==> config.mk <==
export PLATFORM = sky130hd
export DESIGN_NAME = mem_order_queue
export DESIGN_NICKNAME = d
export VERILOG_FILES = /design/src/rtl/lsq_pkg.sv /design/src/rtl/lsq_store_buf.sv /design/src/rtl/lsq_drain_pipe.sv /design/src/rtl/lsq_load_ctrl.sv /design/src/rtl/mem_order_queue.sv
export SDC_FILE = /design/constraint.sdc
export NUM_CORES = 1
export LEC_CHECK = 0
export ABC_AREA = 1
export BUFFER_PORTS_ARGS = -buffer_cell sky130_fd_sc_hd__buf_2
export CAP_MARGIN = 10
export CORE_MARGIN = 2
export CORE_UTILIZATION = 55
export CTS_BUF_LIST = sky130_fd_sc_hd__clkbuf_4
export DETAILED_ROUTE_END_ITERATION = 7
export GPL_ROUTABILITY_DRIVEN = 0
export PLACE_DENSITY_LB_ADDON = 0.3
export SETUP_SLACK_MARGIN = 0.3
export SLEW_MARGIN = 20
export SYNTH_ARGS = -nofsm -noshare
export SYNTH_HDL_FRONTEND = slang
export SYNTH_HIERARCHICAL = 1
export SYNTH_SLANG_ARGS = --single-unit
==> constraint.sdc <==
create_clock -name clk -period 8.8 [get_ports clk]
set_clock_uncertainty 0.2 [all_clocks]
set_input_delay 0.88 -clock clk [delete_from_list [all_inputs] [get_ports clk]]
set_output_delay 0.88 -clock clk [all_outputs]
set_load 0.01 [all_outputs]
==> src/rtl/lsq_pkg.sv <==
package lsq_pkg;

    // lowest address bit that selects a doubleword
    parameter int unsigned DW_LSB = 3;

    typedef enum logic [1:0] {
        LD_IDLE,
        LD_ISSUE,
        LD_WAIT,
        LD_HOLD
    } ld_state_e;

endpackage

==> src/rtl/lsq_store_buf.sv <==
module lsq_store_buf #(
    parameter int DEPTH  = 8,
    parameter int ADDR_W = 32,
    parameter int DATA_W = 64,
    parameter int CNT_W  = $clog2(DEPTH + 1)
) (
    input  logic              clk,
    input  logic              rst_n,
    input  logic              push,
    input  logic [ADDR_W-1:0] push_addr,
    input  logic [DATA_W-1:0] push_data,
    input  logic              retire,
    input  logic              flush,
    input  logic [ADDR_W-1:0] probe_addr,
    output logic              pop,
    output logic [ADDR_W-1:0] pop_addr,
    output logic [DATA_W-1:0] pop_data,
    output logic              full,
    output logic              empty,
    output logic              probe_hit,
    output logic [CNT_W-1:0]  held_cnt,
    output logic [CNT_W-1:0]  done_cnt
);
    import lsq_pkg::*;

    localparam int PTR_W = $clog2(DEPTH);

    logic [ADDR_W-1:0] addr_q [DEPTH];
    logic [DATA_W-1:0] data_q [DEPTH];
    logic [PTR_W-1:0]  head_q, tail_q;
    logic [CNT_W-1:0]  cnt_q, done_q;
    logic              pop_w, retire_ok;
    logic [DEPTH-1:0]  hit_vec;

    // any retired entry sits at the head, so a retired count drives the pop
    assign pop_w     = (done_q != '0);
    assign retire_ok = retire && !flush && (done_q < cnt_q);

    always_ff @(posedge clk) begin
        if (!rst_n) begin
            head_q <= '0;
            tail_q <= '0;
            cnt_q  <= '0;
            done_q <= '0;
        end else begin
            head_q <= head_q + PTR_W'(pop_w);
            if (flush) begin
                tail_q <= head_q + done_q[PTR_W-1:0];
                cnt_q  <= done_q - CNT_W'(pop_w);
                done_q <= done_q - CNT_W'(pop_w);
            end else begin
                tail_q <= tail_q + PTR_W'(push);
                cnt_q  <= cnt_q + CNT_W'(push) - CNT_W'(pop_w);
                done_q <= done_q - CNT_W'(pop_w) + CNT_W'(retire_ok);
            end
        end
    end

    always_ff @(posedge clk) begin
        if (push && !flush) begin
            addr_q[tail_q] <= push_addr;
            data_q[tail_q] <= push_data;
        end
    end

    for (genvar i = 0; i < DEPTH; i++) begin : g_cmp
        logic [PTR_W-1:0] off;
        assign off = PTR_W'(i) - head_q;
        assign hit_vec[i] = (CNT_W'(off) < cnt_q) &&
                            (addr_q[i][ADDR_W-1:DW_LSB] == probe_addr[ADDR_W-1:DW_LSB]);
    end

    assign pop       = pop_w;
    assign pop_addr  = addr_q[head_q];
    assign pop_data  = data_q[head_q];
    assign full      = (cnt_q == CNT_W'(DEPTH));
    assign empty     = (cnt_q == '0);
    assign probe_hit = |hit_vec;
    assign held_cnt  = cnt_q;
    assign done_cnt  = done_q;

endmodule

==> src/rtl/lsq_drain_pipe.sv <==
module lsq_drain_pipe #(
    parameter int STAGES = 2,
    parameter int ADDR_W = 32,
    parameter int DATA_W = 64
) (
    input  logic              clk,
    input  logic              rst_n,
    input  logic              in_valid,
    input  logic [ADDR_W-1:0] in_addr,
    input  logic [DATA_W-1:0] in_data,
    input  logic [ADDR_W-1:0] probe_addr,
    output logic              out_valid,
    output logic [ADDR_W-1:0] out_addr,
    output logic [DATA_W-1:0] out_data,
    output logic              probe_hit,
    output logic              busy
);
    import lsq_pkg::*;

    logic [STAGES-1:0] v_q;
    logic [ADDR_W-1:0] a_q [STAGES];
    logic [DATA_W-1:0] d_q [STAGES];
    logic [STAGES-1:0] hit_vec;

    for (genvar s = 0; s < STAGES; s++) begin : g_stage
        logic              v_in;
        logic [ADDR_W-1:0] a_in;
        logic [DATA_W-1:0] d_in;
        if (s == 0) begin : g_first
            assign v_in = in_valid;
            assign a_in = in_addr;
            assign d_in = in_data;
        end else begin : g_next
            assign v_in = v_q[s-1];
            assign a_in = a_q[s-1];
            assign d_in = d_q[s-1];
        end

        always_ff @(posedge clk) begin
            if (!rst_n) v_q[s] <= 1'b0;
            else        v_q[s] <= v_in;
        end

        always_ff @(posedge clk) begin
            a_q[s] <= a_in;
            d_q[s] <= d_in;
        end

        assign hit_vec[s] = v_q[s] &&
                            (a_q[s][ADDR_W-1:DW_LSB] == probe_addr[ADDR_W-1:DW_LSB]);
    end

    assign out_valid = v_q[STAGES-1];
    assign out_addr  = a_q[STAGES-1];
    assign out_data  = d_q[STAGES-1];
    assign probe_hit = |hit_vec;
    assign busy      = |v_q;

endmodule

==> src/rtl/lsq_load_ctrl.sv <==
module lsq_load_ctrl #(
    parameter int ADDR_W = 32,
    parameter int DATA_W = 64
) (
    input  logic                    clk,
    input  logic                    rst_n,
    input  logic                    req_valid,
    input  logic [ADDR_W-1:0]       req_addr,
    input  logic                    req_guarded,
    input  logic                    sync_req,
    input  logic                    flush,
    input  logic                    st_conflict,
    input  logic                    st_empty,
    input  logic                    rsp_valid,
    input  logic [DATA_W-1:0]       rsp_data,
    input  logic                    release_hold,
    output logic                    req_ready,
    output logic                    rd_valid,
    output logic [ADDR_W-1:0]       rd_addr,
    output logic                    hold_valid,
    output logic [DATA_W-1:0]       hold_data,
    output lsq_pkg::ld_state_e      state_o
);
    import lsq_pkg::*;

    ld_state_e         state_q, state_d;
    logic              may_issue;
    logic [ADDR_W-1:0] addr_q;
    logic [DATA_W-1:0] data_q;

    assign may_issue = !flush && !st_conflict &&
                       (st_empty || (!req_guarded && !sync_req));

    always_comb begin
        state_d = state_q;
        unique case (state_q)
            LD_IDLE:  if (req_valid && may_issue) state_d = LD_ISSUE;
            LD_ISSUE: state_d = LD_WAIT;
            LD_WAIT:  if (rsp_valid) state_d = LD_HOLD;
            LD_HOLD:  if (release_hold) state_d = LD_IDLE;
            default:  state_d = LD_IDLE;
        endcase
        if (flush) state_d = LD_IDLE;
    end

    always_ff @(posedge clk) begin
        if (!rst_n) state_q <= LD_IDLE;
        else        state_q <= state_d;
    end

    always_comb begin
        req_ready  = 1'b0;
        rd_valid   = 1'b0;
        hold_valid = 1'b0;
        unique case (state_q)
            LD_IDLE:  req_ready  = may_issue;
            LD_ISSUE: rd_valid   = 1'b1;
            LD_WAIT:  ;
            LD_HOLD:  hold_valid = 1'b1;
            default:  ;
        endcase
    end

    always_ff @(posedge clk) begin
        if (state_q == LD_IDLE && req_valid && may_issue) addr_q <= req_addr;
        if (state_q == LD_WAIT && rsp_valid && !flush)    data_q <= rsp_data;
    end

    assign rd_addr   = addr_q;
    assign hold_data = data_q;
    assign state_o   = state_q;

endmodule

==> src/rtl/mem_order_queue.sv <==
module mem_order_queue #(
    parameter int DEPTH        = 8,
    parameter int ADDR_W       = 32,
    parameter int DATA_W       = 64,
    parameter int DRAIN_STAGES = 2
) (
    input  logic              clk,
    input  logic              rst_n,
    input  logic              st_valid,
    output logic              st_ready,
    input  logic [ADDR_W-1:0] st_addr,
    input  logic [DATA_W-1:0] st_data,
    input  logic              st_retire,
    input  logic              ld_valid,
    output logic              ld_ready,
    input  logic [ADDR_W-1:0] ld_addr,
    input  logic              ld_guarded,
    input  logic              sync_req,
    input  logic              flush,
    input  logic              ld_retire,
    output logic              ld_hold_valid,
    output logic [DATA_W-1:0] ld_hold_data,
    output logic              dc_wr_valid,
    output logic [ADDR_W-1:0] dc_wr_addr,
    output logic [DATA_W-1:0] dc_wr_data,
    output logic              dc_rd_valid,
    output logic [ADDR_W-1:0] dc_rd_addr,
    input  logic              dc_rd_ack,
    input  logic [DATA_W-1:0] dc_rd_data
);
    import lsq_pkg::*;

    localparam int CNT_W = $clog2(DEPTH + 1);

    logic              buf_full, buf_empty, buf_pop, buf_hit;
    logic [ADDR_W-1:0] buf_pop_addr;
    logic [DATA_W-1:0] buf_pop_data;
    logic [CNT_W-1:0]  buf_held_cnt, buf_done_cnt;
    logic              pipe_hit, pipe_busy;
    logic              st_push, ld_accept, stores_empty;
    ld_state_e         ld_state;

    assign st_ready     = !buf_full && !flush;
    assign st_push      = st_valid && st_ready;
    assign stores_empty = buf_empty && !pipe_busy;
    assign ld_accept    = ld_valid && ld_ready;

    lsq_store_buf #(
        .DEPTH(DEPTH), .ADDR_W(ADDR_W), .DATA_W(DATA_W), .CNT_W(CNT_W)
    ) u_store_buf (
        .clk        (clk),
        .rst_n      (rst_n),
        .push       (st_push),
        .push_addr  (st_addr),
        .push_data  (st_data),
        .retire     (st_retire),
        .flush      (flush),
        .probe_addr (ld_addr),
        .pop        (buf_pop),
        .pop_addr   (buf_pop_addr),
        .pop_data   (buf_pop_data),
        .full       (buf_full),
        .empty      (buf_empty),
        .probe_hit  (buf_hit),
        .held_cnt   (buf_held_cnt),
        .done_cnt   (buf_done_cnt)
    );

    lsq_drain_pipe #(
        .STAGES(DRAIN_STAGES), .ADDR_W(ADDR_W), .DATA_W(DATA_W)
    ) u_drain (
        .clk        (clk),
        .rst_n      (rst_n),
        .in_valid   (buf_pop),
        .in_addr    (buf_pop_addr),
        .in_data    (buf_pop_data),
        .probe_addr (ld_addr),
        .out_valid  (dc_wr_valid),
        .out_addr   (dc_wr_addr),
        .out_data   (dc_wr_data),
        .probe_hit  (pipe_hit),
        .busy       (pipe_busy)
    );

    lsq_load_ctrl #(
        .ADDR_W(ADDR_W), .DATA_W(DATA_W)
    ) u_load (
        .clk          (clk),
        .rst_n        (rst_n),
        .req_valid    (ld_valid),
        .req_addr     (ld_addr),
        .req_guarded  (ld_guarded),
        .sync_req     (sync_req),
        .flush        (flush),
        .st_conflict  (buf_hit || pipe_hit),
        .st_empty     (stores_empty),
        .rsp_valid    (dc_rd_ack),
        .rsp_data     (dc_rd_data),
        .release_hold (ld_retire),
        .req_ready    (ld_ready),
        .rd_valid     (dc_rd_valid),
        .rd_addr      (dc_rd_addr),
        .hold_valid   (ld_hold_valid),
        .hold_data    (ld_hold_data),
        .state_o      (ld_state)
    );

endmodule

## Yosys cells after proc, flatten, opt, wreduce, memory -nomap -nowiden

Memory sizes are Yosys's and may differ from the RTL's. A register that Yosys moved wholly into a read port is not among the register bits.
Index checks and enable logic that the tools add are counted.

- Register bits after elaboration: 114
- RAM bits: 960
- Bits of input ports: 202
- Output and inout port bits: 197
- Word-level logic and storage cells: 109
- Memories kept: 4

- Add/subtract/negate cells: 15
- $lt $le $gt $ge: 9
- Equality and inequality tests: 17
- Multiplexer cells: 14
- Bitwise operators: 1
- Reductions and logical operators: 40

Memories:

| memory | depth | width | rd ports | clocked after memory_dff | wr ports | line | text |
|---|---|---|---|---|---|---|---|
| u_store_buf.data_q | 8 | 64 | 1 | 1 | 1 | lsq_store_buf.sv:29 | `logic [DATA_W-1:0] data_q [DEPTH];` |
| u_store_buf.addr_q | 8 | 32 | 9 | 1 | 1 | lsq_store_buf.sv:28 | `logic [ADDR_W-1:0] addr_q [DEPTH];` |
| u_drain.d_q | 2 | 64 | 2 | 0 | 2 | lsq_drain_pipe.sv:22 | `logic [DATA_W-1:0] d_q [STAGES];` |
| u_drain.a_q | 2 | 32 | 2 | 0 | 2 | lsq_drain_pipe.sv:21 | `logic [ADDR_W-1:0] a_q [STAGES];` |

Operators by type and width:

| operator | number |
|---|---|
| equality test 29 bit | 10 |
| < comparator 3 x 4 -> 1 bit | 8 |
| logical AND 1 bit | 24 |
| subtractor 3 bit, first input constant | 4 |
| 2-to-1 mux 3 bit | 3 |
| adder 4 x 1 -> 4 bit | 2 |
| 2-to-1 mux 4 bit | 2 |
| case mux 2 bit (4 select lines) | 1 |
| OR reduction 8 bit | 1 |
| subtractor 4 x 1 -> 4 bit | 2 |
| adder 3 x 1 -> 3 bit | 2 |
| logical NOT 1 bit | 6 |
| 2-to-1 mux 2 bit | 3 |
| OR reduction 2 bit | 3 |
| subtractor 1 x 3 -> 3 bit, first input constant | 2 |
| subtractor 2 x 3 -> 3 bit, first input constant | 2 |
| 2-to-1 mux 1 bit | 5 |
| equality test 2 bit, second input constant | 2 |
| equality test 4 bit, second input constant | 1 |
| logical NOT 4 bit | 1 |
| < comparator 4 bit | 1 |
| inequality test 2 bit, second input constant | 2 |
| nonzero test 4 bit | 1 |
| adder 3 bit | 1 |
| 6 further kinds | 7 |

## Longest topological paths before layout

Gate-level depths: netlist of the first run.

- Depth in word-level cells: 11
- Mapped depth: 24
- Depth with buffers taken out: 20

## By module

Netlist of the first run, hierarchy kept.

By module, submodules not included:

| module | times used | cells each | area an instance (sq um) | seq. area each (sq um) |
|---|---|---|---|---|
| lsq_store_buf | 1 | 2619 | 33596.0 | 23342.4 |
| lsq_drain_pipe | 1 | 576 | 5765.5 | 3883.7 |
| lsq_load_ctrl | 1 | 131 | 3096.7 | 2922.8 |
| mem_order_queue | 1 | 9 | 36.3 | 0.0 |

## Worst setup path after synthesis of the first run

OpenSTA, ideal clock, no wires.

- Path type: in2reg
- Start point: input flush
- End point: memory u_store_buf.addr_q[0][0] (enable)
- Library setup time: 551 ps
- Arrival: 5391 ps
- Data required time: 8049 ps
- Path slack: 2657 ps
- Stages: 7
- Path buffers: 0
- Path through: inv_1 -> nand2_1 -> nor2_1 -> inv_1 -> nor2_1 -> nand2_1 -> nor2_1

- Longest elaborated chain between the ends: 6

Ends and longest elaborated chain:

| element | line | text |
|---|---|---|
| start, declared | mem_order_queue.sv:19 | `input logic flush,` |
| logical NOT 1 bit | mem_order_queue.sv:43 | `assign st_ready = !buf_full && !flush;` |
| logical AND 1 bit | mem_order_queue.sv:43 |  |
| logical AND 1 bit | mem_order_queue.sv:44 | `assign st_push = st_valid && st_ready;` |
| via st_push | mem_order_queue.sv:40 | `logic st_push, ld_accept, stores_empty;` |
| logical AND 1 bit | lsq_store_buf.sv:60 | `if (push && !flush) begin` |
| 2-to-1 mux 1 bit | lsq_store_buf.sv:60 |  |
| 2-to-1 mux 1 bit (implied by the code) | lsq_store_buf.sv:61 | `addr_q[tail_q] <= push_addr;` |
| end, declared | lsq_store_buf.sv:28 |  |

The timed path passes the listed nets, and every way through them passes these cells.

## Worst setup path after layout of the first run

- Start point: register u_store_buf.head_q[0]
- End point: output ld_ready

- Longest elaborated chain between the ends: 9
- Elaborated cells on any way between the ends: 30
- Classes of those cells: add/sub (8); order compare (8); mux (1); reduce/logical (13)

Ends and longest elaborated chain:

| element | line | text |
|---|---|---|
| start, declared | lsq_store_buf.sv:30 | `logic [PTR_W-1:0] head_q, tail_q;` |
| start signal, assigned | lsq_store_buf.sv:46 | `head_q <= head_q + PTR_W'(pop_w);` |
| subtractor 1 x 3 -> 3 bit (tied with other cells) | lsq_store_buf.sv:68 | `assign off = PTR_W'(i) - head_q;` |
| < comparator 3 x 4 -> 1 bit | lsq_store_buf.sv:69 | `assign hit_vec[i] = (CNT_W'(off) < cnt_q) &&` |
| logical AND 1 bit | lsq_store_buf.sv:69 |  |
| OR reduction 8 bit (*) | lsq_store_buf.sv:78 | `assign probe_hit = \|hit_vec;` |
| via buf_hit | mem_order_queue.sv:35 | `logic buf_full, buf_empty, buf_pop, buf_hit;` |
| logical OR 1 bit (*) | mem_order_queue.sv:95 | `.st_conflict (buf_hit \|\| pipe_hit),` |
| logical NOT 1 bit (*) | lsq_load_ctrl.sv:31 | `assign may_issue = !flush && !st_conflict &&` |
| logical AND 1 bit (*) (2 in series) | lsq_load_ctrl.sv:31 |  |
| 2-to-1 mux 1 bit (*) | lsq_load_ctrl.sv:55 | `unique case (state_q)` |
| end, declared | mem_order_queue.sv:15 | `output logic ld_ready,` |

Mark *: on every way through the listed nets, which the timed path passes. The rest lies on a longest branch.

==> results of run 1 <==
## how the worst max path moves through the flow
stage	start	endpoint	slack [ns]
2_1_floorplan	flush	u_store_buf/addr_q[0][0]	2.66
3_3_place_gp	u_store_buf/head_q[0]	ld_ready	3.89
3_5_place_dp	u_store_buf/head_q[0]	ld_ready	3.85
4_1_cts	u_store_buf/head_q[0]	ld_ready	2.72
5_1_grt	u_store_buf/head_q[0]	ld_ready	2.36
6_report	u_store_buf/head_q[0]	ld_ready	2.76
## kinds of logic (layout without fill, tap and decap cells)
kind of cell	after synthesis	after routing	synth area share
xor gates and xnor gates	219	219	0.0451
adders and majority gates	38	38	0.0115
DFF	1074	1074	0.709
buffers and inverters	451	1311	0.0521
and+or+nand+nor	852	852	0.0778
AOI/OAI and AO/OA	701	701	0.104
other	0	10	0
## flip-flops by register name (all words and copies together) (netlist names)
| name | count |
|---|---|
| u_store_buf/held_cnt | 4 |
| u_load/state_o | 2 |
| u_drain/g_stage.v_in | 1 |
| u_store_buf/head_q | 3 |
| u_drain/out_valid | 1 |
| u_store_buf/addr_q | 256 |
| u_drain/d_q | 128 |
| u_store_buf/data_q | 512 |
| u_store_buf/tail_q | 3 |
| u_load/hold_data | 64 |
| u_load/rd_addr | 32 |
| u_store_buf/done_cnt | 4 |
| u_drain/a_q | 64 |
## worst max-delay path: cells and delay by family (launching register included)
family | cells | cell delay [ns]
adders and majority gates | 2 | 0.79
DFF | 1 | 0.99
and+or+nand+nor | 9 | 1.02
buffers and inverters | 3 | 0.75
AOI/OAI and AO/OA | 2 | 0.24
## stage by stage
step,power [mW],setup slack (ns),instance area [µm²],instances
after floorplan,8.65,2.66,42500,3335
after global placement,9.37,3.89,44700,4536
after detailed placement,9.42,3.85,44700,4536
after CTS,13.8,2.72,50200,5225
after global routing,14.4,2.36,50200,5231
final,13.7,2.76,50200,5235
## placed cells by master, fill, tap and decap left out, drive strengths merged, types with 10 or more instances in the layout
| cell type | count |
|---|---|
| inv | 200 |
| xor2 | 48 |
| buf | 424 |
| o21ai | 374 |
| o211ai | 29 |
| dlygate4sd3 | 197 |
| xnor2 | 171 |
| o2111ai | 95 |
| dfxtp | 210 |
| nor2 | 411 |
| clkinv | 56 |
| clkbuf | 429 |
| ha | 36 |
| nand2 | 400 |
| o21a | 176 |
| edfxtp | 864 |
| diode | 10 |
| nand3 | 25 |
| a21oi | 10 |
## power by group through the flow
stage / registers (mW) / logic [mW] / clock network (mW)
floorplan: 6.40 / 2.25 / 0
global placement: 6.55 / 2.81 / 0
detailed placement: 6.57 / 2.86 / 0
CTS: 6.47 / 2.95 / 4.38
global route: 6.52 / 3.25 / 4.67
finish: 6.47 / 2.96 / 4.27
## metal layers
layer,track usage,part of all wire
met1,0.336,0.40
met2,0.438,0.48
met3,0.0684,0.084
met4,0.118,0.035
met5,0,0.00070
## area by class of cell
cell class | instances | area [µm²]
inverter | 198 | 751
timing repair buffer | 621 | 4210
tap | 1030 | 1290
sequential | 1074 | 30200
antenna | 10 | 25.0
fill | 5609 | 26000
clock inverter | 63 | 357
multi-input combinational | 1810 | 10200
clock buffer | 429 | 3220
==> impl_results.md, run 1 <==
- Synth cell count leaders: 864 x edfxtp_1, 404 x nor2_1, 399 x nand2_1, 349 x o21ai_0, 210 x dfxtp_1
- Post-CTS Setup Inserts: 0
- CTS tree: done
- RSZ-0062 raised after global routing: no
- Worst Path Max Fanout: 157
- Max rail drop VDD: 0.221 mV
- Die area: 0.0795 mm²
- Endpoint class of the critical path: output pin
- Buffers on Ports: 398
- Chip width: 282 µm
- Post-synthesis instance area: 0.0425 mm²
- Max Cap Violations: 0
- Fraction of layout cells with a size suffix above 1: 0.216
- Relative slew slack: 0.247
- Tightest Hold Check Type: flip-flop to flip-flop
- Initial antenna violation count: 10
- Clk buf depth: 4
- Post-cts resize count: 0
- Worst min-delay path startpoint: u_drain/d_q[0][32]
- Num CTS Buffers: 284
- Status: finished clean
- CP Class: flip-flop to output pin
- Share of the synthesized area in the top cell type: 0.611
- Worst slew pin tran: 1.13 ns
- Worst Hold Path EP: u_drain/d_q[0][96]
- NumNets Final: 4,229
- First-pass GRT wire length: 159,000 µm
- Top Ports: 399
- Global route overflow: 0
- Tmin final: 6.04 ns
- Combinational share of power: 0.216
- Setup TNS: 0 ns
- Post-CTS Hold Buffers: 197
- Vias in the first global route: 27,979
- R2r endpoint: u_load/rd_addr[1]
- Yosys warning count: 6
- FF-to-FF path depth: 15
- Fin. Hold Viols: 0
- Hold Path Depth: 0
- Routed WL: 106,000 µm
- Clock transition at path regs: 0.07 ns
- Leak Pwr: 18.8 nW
- Number of enable flip-flop cells after synthesis: 864
- DRT antenna net count: 0
- Pwr Density: 273 mW/mm²
- DRC viols: 0
- Hold Worst Slack: 0.0792 ns
- Die H: 282 µm
- Core area: 0.0762 mm²
- P_int: 9.51 mW
- Crit-path cells: inv_8, ha_1, ha_1, inv_1, o21bai_1, and2_1, o21ai_0, nand3_1, nand2_1, nor2_1, nand2_1, or2_1, nor2_2, nand2_1, nor2_1, buf_2
- Cell Rows: 101
- Worst Path Required: 7.72 ns
- Clock Root Buffer: clkbuf_4
- Pin count of the biggest net entering global routing: 221
- Worst path max stage delay: 0.99 ns
- Vias post-DR: 27,890
- R2R setup slack: 3.83 ns
- Main area contributors after synthesis: edfxtp_1 61%, dfxtp_1 9.9%, o21ai_0 4.1%, nor2_1 3.6%, nand2_1 3.5%
- WL/cell: 20.3 µm
- Fmax: 0.166 GHz
- Crit path top cell by count: nand2_1
- DP HPWL: 59,900 µm
- Yosys top cell by area: edfxtp_1
- Synth cell types: 41
- Top-count cell post-synth: edfxtp_1
- CP max-delay cell: dfxtp_4
- Final setup viols: 0
- CTS Sinks: 1,074
- Drt pass-1 iters: 6
- Worst-skew pair later-pin latency: 1.10 ns
- Clock H-tree levels: 5
- Worst setup SP type: flip-flop
- Total track usage: 0.267
- Net Sw Power: 4.19 mW
- Sequential share of power: 0.472
- Initial Utilization: 0.558
- Main flop type after synthesis: edfxtp_1
- Reg2reg start: u_store_buf/head_q[0]
- Vias per std cell: 5.33
- Mapped Cells: 3,335
- Syn Nets: 3,575
- Critical path arrival: 4.96 ns
- Final Util: 0.659
- Seq/Total Area, Yosys: 0.709
- Mean Syn Cell Area: 12.7 µm²
- Sw frac: 0.306
- Final worst-path cycle share: 0.686
- Clock Power Share: 0.312
- P&R area growth vs syn: 18.2%
- Slew Viols, Final: 0
- Starting DRT DRC Count: 2,218
- #FFs+latches synth: 1,074
- Ys async rst share: 0
(Power assumes the default switching activity.)
==> inputs of run 2 (changes only) <==
--- a/config.mk
+++ b/config.mk
@@ -5,7 +5,7 @@
 export SDC_FILE = /design/constraint.sdc
 export NUM_CORES = 1
 export LEC_CHECK = 0
-export ABC_AREA = 1
+export ABC_AREA = 0
 export BUFFER_PORTS_ARGS = -buffer_cell sky130_fd_sc_hd__buf_2
 export CAP_MARGIN = 10
 export CORE_MARGIN = 2
==> constraint.sdc (replaced) <==
create_clock -name clk -period 5.6 [get_ports clk]
set_clock_uncertainty 0.2 [all_clocks]
set_input_delay 0.56 -clock clk [delete_from_list [all_inputs] [get_ports clk]]
set_output_delay 0.56 -clock clk [all_outputs]
set_load 0.01 [all_outputs]
==> impl_results.md, run 2 <==
- Final worst-path cycle share: 0.882
- Die area: 0.0774 mm² (-2.6%)
- Final Util: 0.680 (+0.0207)
- Met1 Routed Length: 39,500 µm (-7.0%)
- Vias per std cell: 5.52 (+3.6%)
- Final setup viols: 0 (unchanged)
- Post-Layout Cell Count: 4,336 (-17%)
- CTS Sinks: 1,074 (unchanged)
- CP Class: flip-flop to output pin
- Die H: 278 µm (-1.3%)
- Yosys warning count: 6 (unchanged)
- Share of the synthesized area in the top cell type: 0.627 (+0.0165)
- Reg with most FFs: u_store_buf/data_q
- Tightest Hold Check Type: flip-flop to flip-flop
- Worst setup SP type: flip-flop
- Syn Nets: 2,557 (-28%)
- Synth cell types: 46 (+12%)
- First-pass GRT wire length: 154,000 µm (-2.6%)
- Fillers: 5,007 (-11%)
- Status: finished clean
- Leak Pwr: 18.3 nW (-2.4%)
- Clk buf depth: 4 (unchanged)
- Clock Root Buffer: clkbuf_4
- Tmin final: 4.94 ns
- Starting DRT DRC Count: 2,022 (-8.8%)
- Seq/Total Area, Yosys: 0.729 (+0.0192)
- Buffers on Ports: 398 (unchanged)
- Fin. Hold Viols: 0 (unchanged)
- Pin count of the biggest net entering global routing: 169 (-24%)
- Most used cells in the layout excluding fill and tap cells: 864 x edfxtp_1, 450 x clkbuf_4, 398 x buf_2
- Mean Syn Cell Area: 17.9 µm² (+40%)
- Vias post-DR: 23,940 (-14%)
- Endpoint class of the critical path: output pin
- Placed cell count: 3,518 (-22%)
- WL/cell: 24.1 µm (+18%)
- Number of enable flip-flop cells after synthesis: 864 (unchanged)
- Clock H-tree levels: 5 (unchanged)
- Main area contributors after synthesis: edfxtp_1 63%, mux4_2 10%, dfxtp_1 10%, xnor2_1 4.2%, nand2_1 2.8%
- Initial Utilization: 0.556 (-0.00186)
- Placed inst area: 0.0437 mm² (-2.2%)
- Top Ports: 399 (unchanged)
- Post-synthesis instance area: 0.0414 mm² (-2.6%)
- Worst Path Max Fanout: 55 (-65%)
- Num CTS Buffers: 286 (+0.70%)
- Yosys top cell by area: edfxtp_1
- Worst slew pin tran: 1.10 ns (-0.0272 ns)
- Global route overflow: 0 (unchanged)
- Chip width: 278 µm (-1.3%)
- Final non-filler cell area: 0.0506 mm² (+0.76%)
- Mapped Cells: 2,317 (-31%)
- Top-count cell post-synth: edfxtp_1
- Most common cell after layout, fill and taps aside: edfxtp_1
- NumNets Final: 3,393 (-20%)
- Ys async rst share: 0 (unchanged)
- Critical path arrival: 4.18 ns (-0.78 ns)
- Fraction of layout cells with a size suffix above 1: 0.330 (+0.114)
- Max reg flops: 512 (unchanged)
- Routed length on met2: 51,100 µm (-0.18%)
- Hold Worst Slack: 0.0889 ns (+0.00968 ns)
- Clock transition at path regs: 0.08 ns (about the same)
- Core area: 0.0744 mm² (-2.3%)
- DRC viols: 0 (unchanged)
- Worst Path Required: 4.84 ns (-2.88 ns)
- Fmax: 0.202 GHz
- Drt pass-1 iters: 8 (+2)
- Routed met3 length: 9550 µm (+6.9%)
- Pwr Density: 426 mW/mm² (+56%)
- Initial antenna violation count: 12 (+2)
- Relative slew slack: 0.265 (+0.0181)
- Vias in the first global route: 25,505 (-8.8%)
- DRT antenna net count: 0 (unchanged)
- Max layer used: met5
- CTS tree: done
- Total track usage: 0.272 (+0.00524)
- Main flop type after synthesis: edfxtp_1
- Largest registers: u_store_buf/data_q: 512 flops, u_store_buf/addr_q: 256 flops, u_drain/d_q: 128 flops
- Cell Rows: 100 (-0.99%)
- Max Cap Violations: 0 (unchanged)
- RSZ-0062 raised after global routing: no
- Slew Viols, Final: 0 (unchanged)
- Synth cell count leaders: 864 x edfxtp_1, 305 x nand2_1, 210 x dfxtp_1, 200 x xnor2_1, 192 x mux4_2
- Worst-skew pair later-pin latency: 1.11 ns (about the same)
- DP HPWL: 61,100 µm (+2.0%)
- #FFs+latches synth: 1,074 (unchanged)
- Routed WL: 104,000 µm (-2.0%)
- P&R area growth vs syn: 22.3%
- Max rail drop VDD: 0.223 mV (+0.82%)
run 2: cell count changes in the layout (fill, tap and decap cells not counted), moves of 54 or more:
cell / before / now
inv_1: 185 / 24
mux4_2: 0 / 192
nand2_1: 398 / 305
o2111ai_1: 95 / 4
dlygate4sd3_1: 197 / 314
o21ai_0: 349 / 7
xor2_1: 48 / 102
o21a_1: 176 / 2
nor2_1: 394 / 15
run 2: timing repair:
item / in CTS / in global routing
setup buffers: 0 / 1
hold endpoints to repair: 914 / 0
hold buffers: 314 / 0
resized for setup: 0 / 1
setup endpoints to repair: 0 / 1
run 2: cells by family (layout without fill, tap and decap cells):
| kind of cell | after synthesis | count (layout) | synth area share |
|---|---|---|---|
| compound gates | 38 | 38 | 0.00611 |
| xor+xnor | 303 | 303 | 0.0643 |
| fa+ha+maj | 38 | 38 | 0.0119 |
| buf+inv | 219 | 1263 | 0.0355 |
| flops | 1074 | 1074 | 0.729 |
| mux | 194 | 194 | 0.105 |
| other cells | 0 | 6 | 0 |
| simple gates | 451 | 451 | 0.0486 |
run 2: report_power, final:
part	total, mW	internal [mW]	switching [mW]
clock	6.98	3.95	3.03
combinational	4.42	1.98	2.44
sequential	10.2	9.59	0.564
run 2: routing by layer:
layer | up-vias | GRT usage
met5 | - | 0
met4 | 16 | 0.125
met3 | 236 | 0.0720
met2 | 1294 | 0.447
met1 | 11901 | 0.340
li1 | 10493 | -
run 2: final timing paths:
check | slack (ns) | cells past startpoint | to | start
max reg2reg | 0.96 | 16 | u_load/state_o[1] | u_store_buf/head_q[1]
min | 0.09 | 0 | u_drain/d_q[0][102] | u_drain/d_q[0][38]
min reg2reg | 0.09 | 0 | u_drain/d_q[0][102] | u_drain/d_q[0][38]
max | 0.66 | 13 | ld_ready | u_store_buf/head_q[1]
run 2: layout make-up:
| cell class | count | area [µm²] | area share |
|---|---|---|---|
| clock inverter | 46 | 359 | 0.00710 |
| multi-input combinational | 1024 | 9860 | 0.195 |
| antenna | 6 | 15.0 | 0.000297 |
| clock buffer | 450 | 3380 | 0.0668 |
| inverter | 25 | 95.1 | 0.00188 |
| sequential | 1074 | 30200 | 0.596 |
| tap | 969 | 1210 | 0.0240 |
| timing repair buffer | 742 | 5530 | 0.109 |
run 2: worst max-delay path, cell delays in order, from the launching register on:
cell,delay [ns]
dfxtp_4,0.36
buf_6,0.51
ha_1,0.28
xor2_1,0.21
inv_1,0.07
ha_1,0.28
a21oi_1,0.06
o2111ai_1,0.17
nand4_1,0.11
nand4bb_1,0.32
or2_1,0.29
nor2_1,0.13
and3_2,0.20
buf_2,0.13
run 2: through the flow:
stage	TNS (ns)	total power, mW	setup WS, ns
after global routing	0	22.6	0.407
after global placement	0	14.5	1.40
after detailed placement	0	14.5	1.44
after floorplan	-44.77	13.5	-0.466
final	0	21.6	0.659
after CTS	0	21.7	0.396
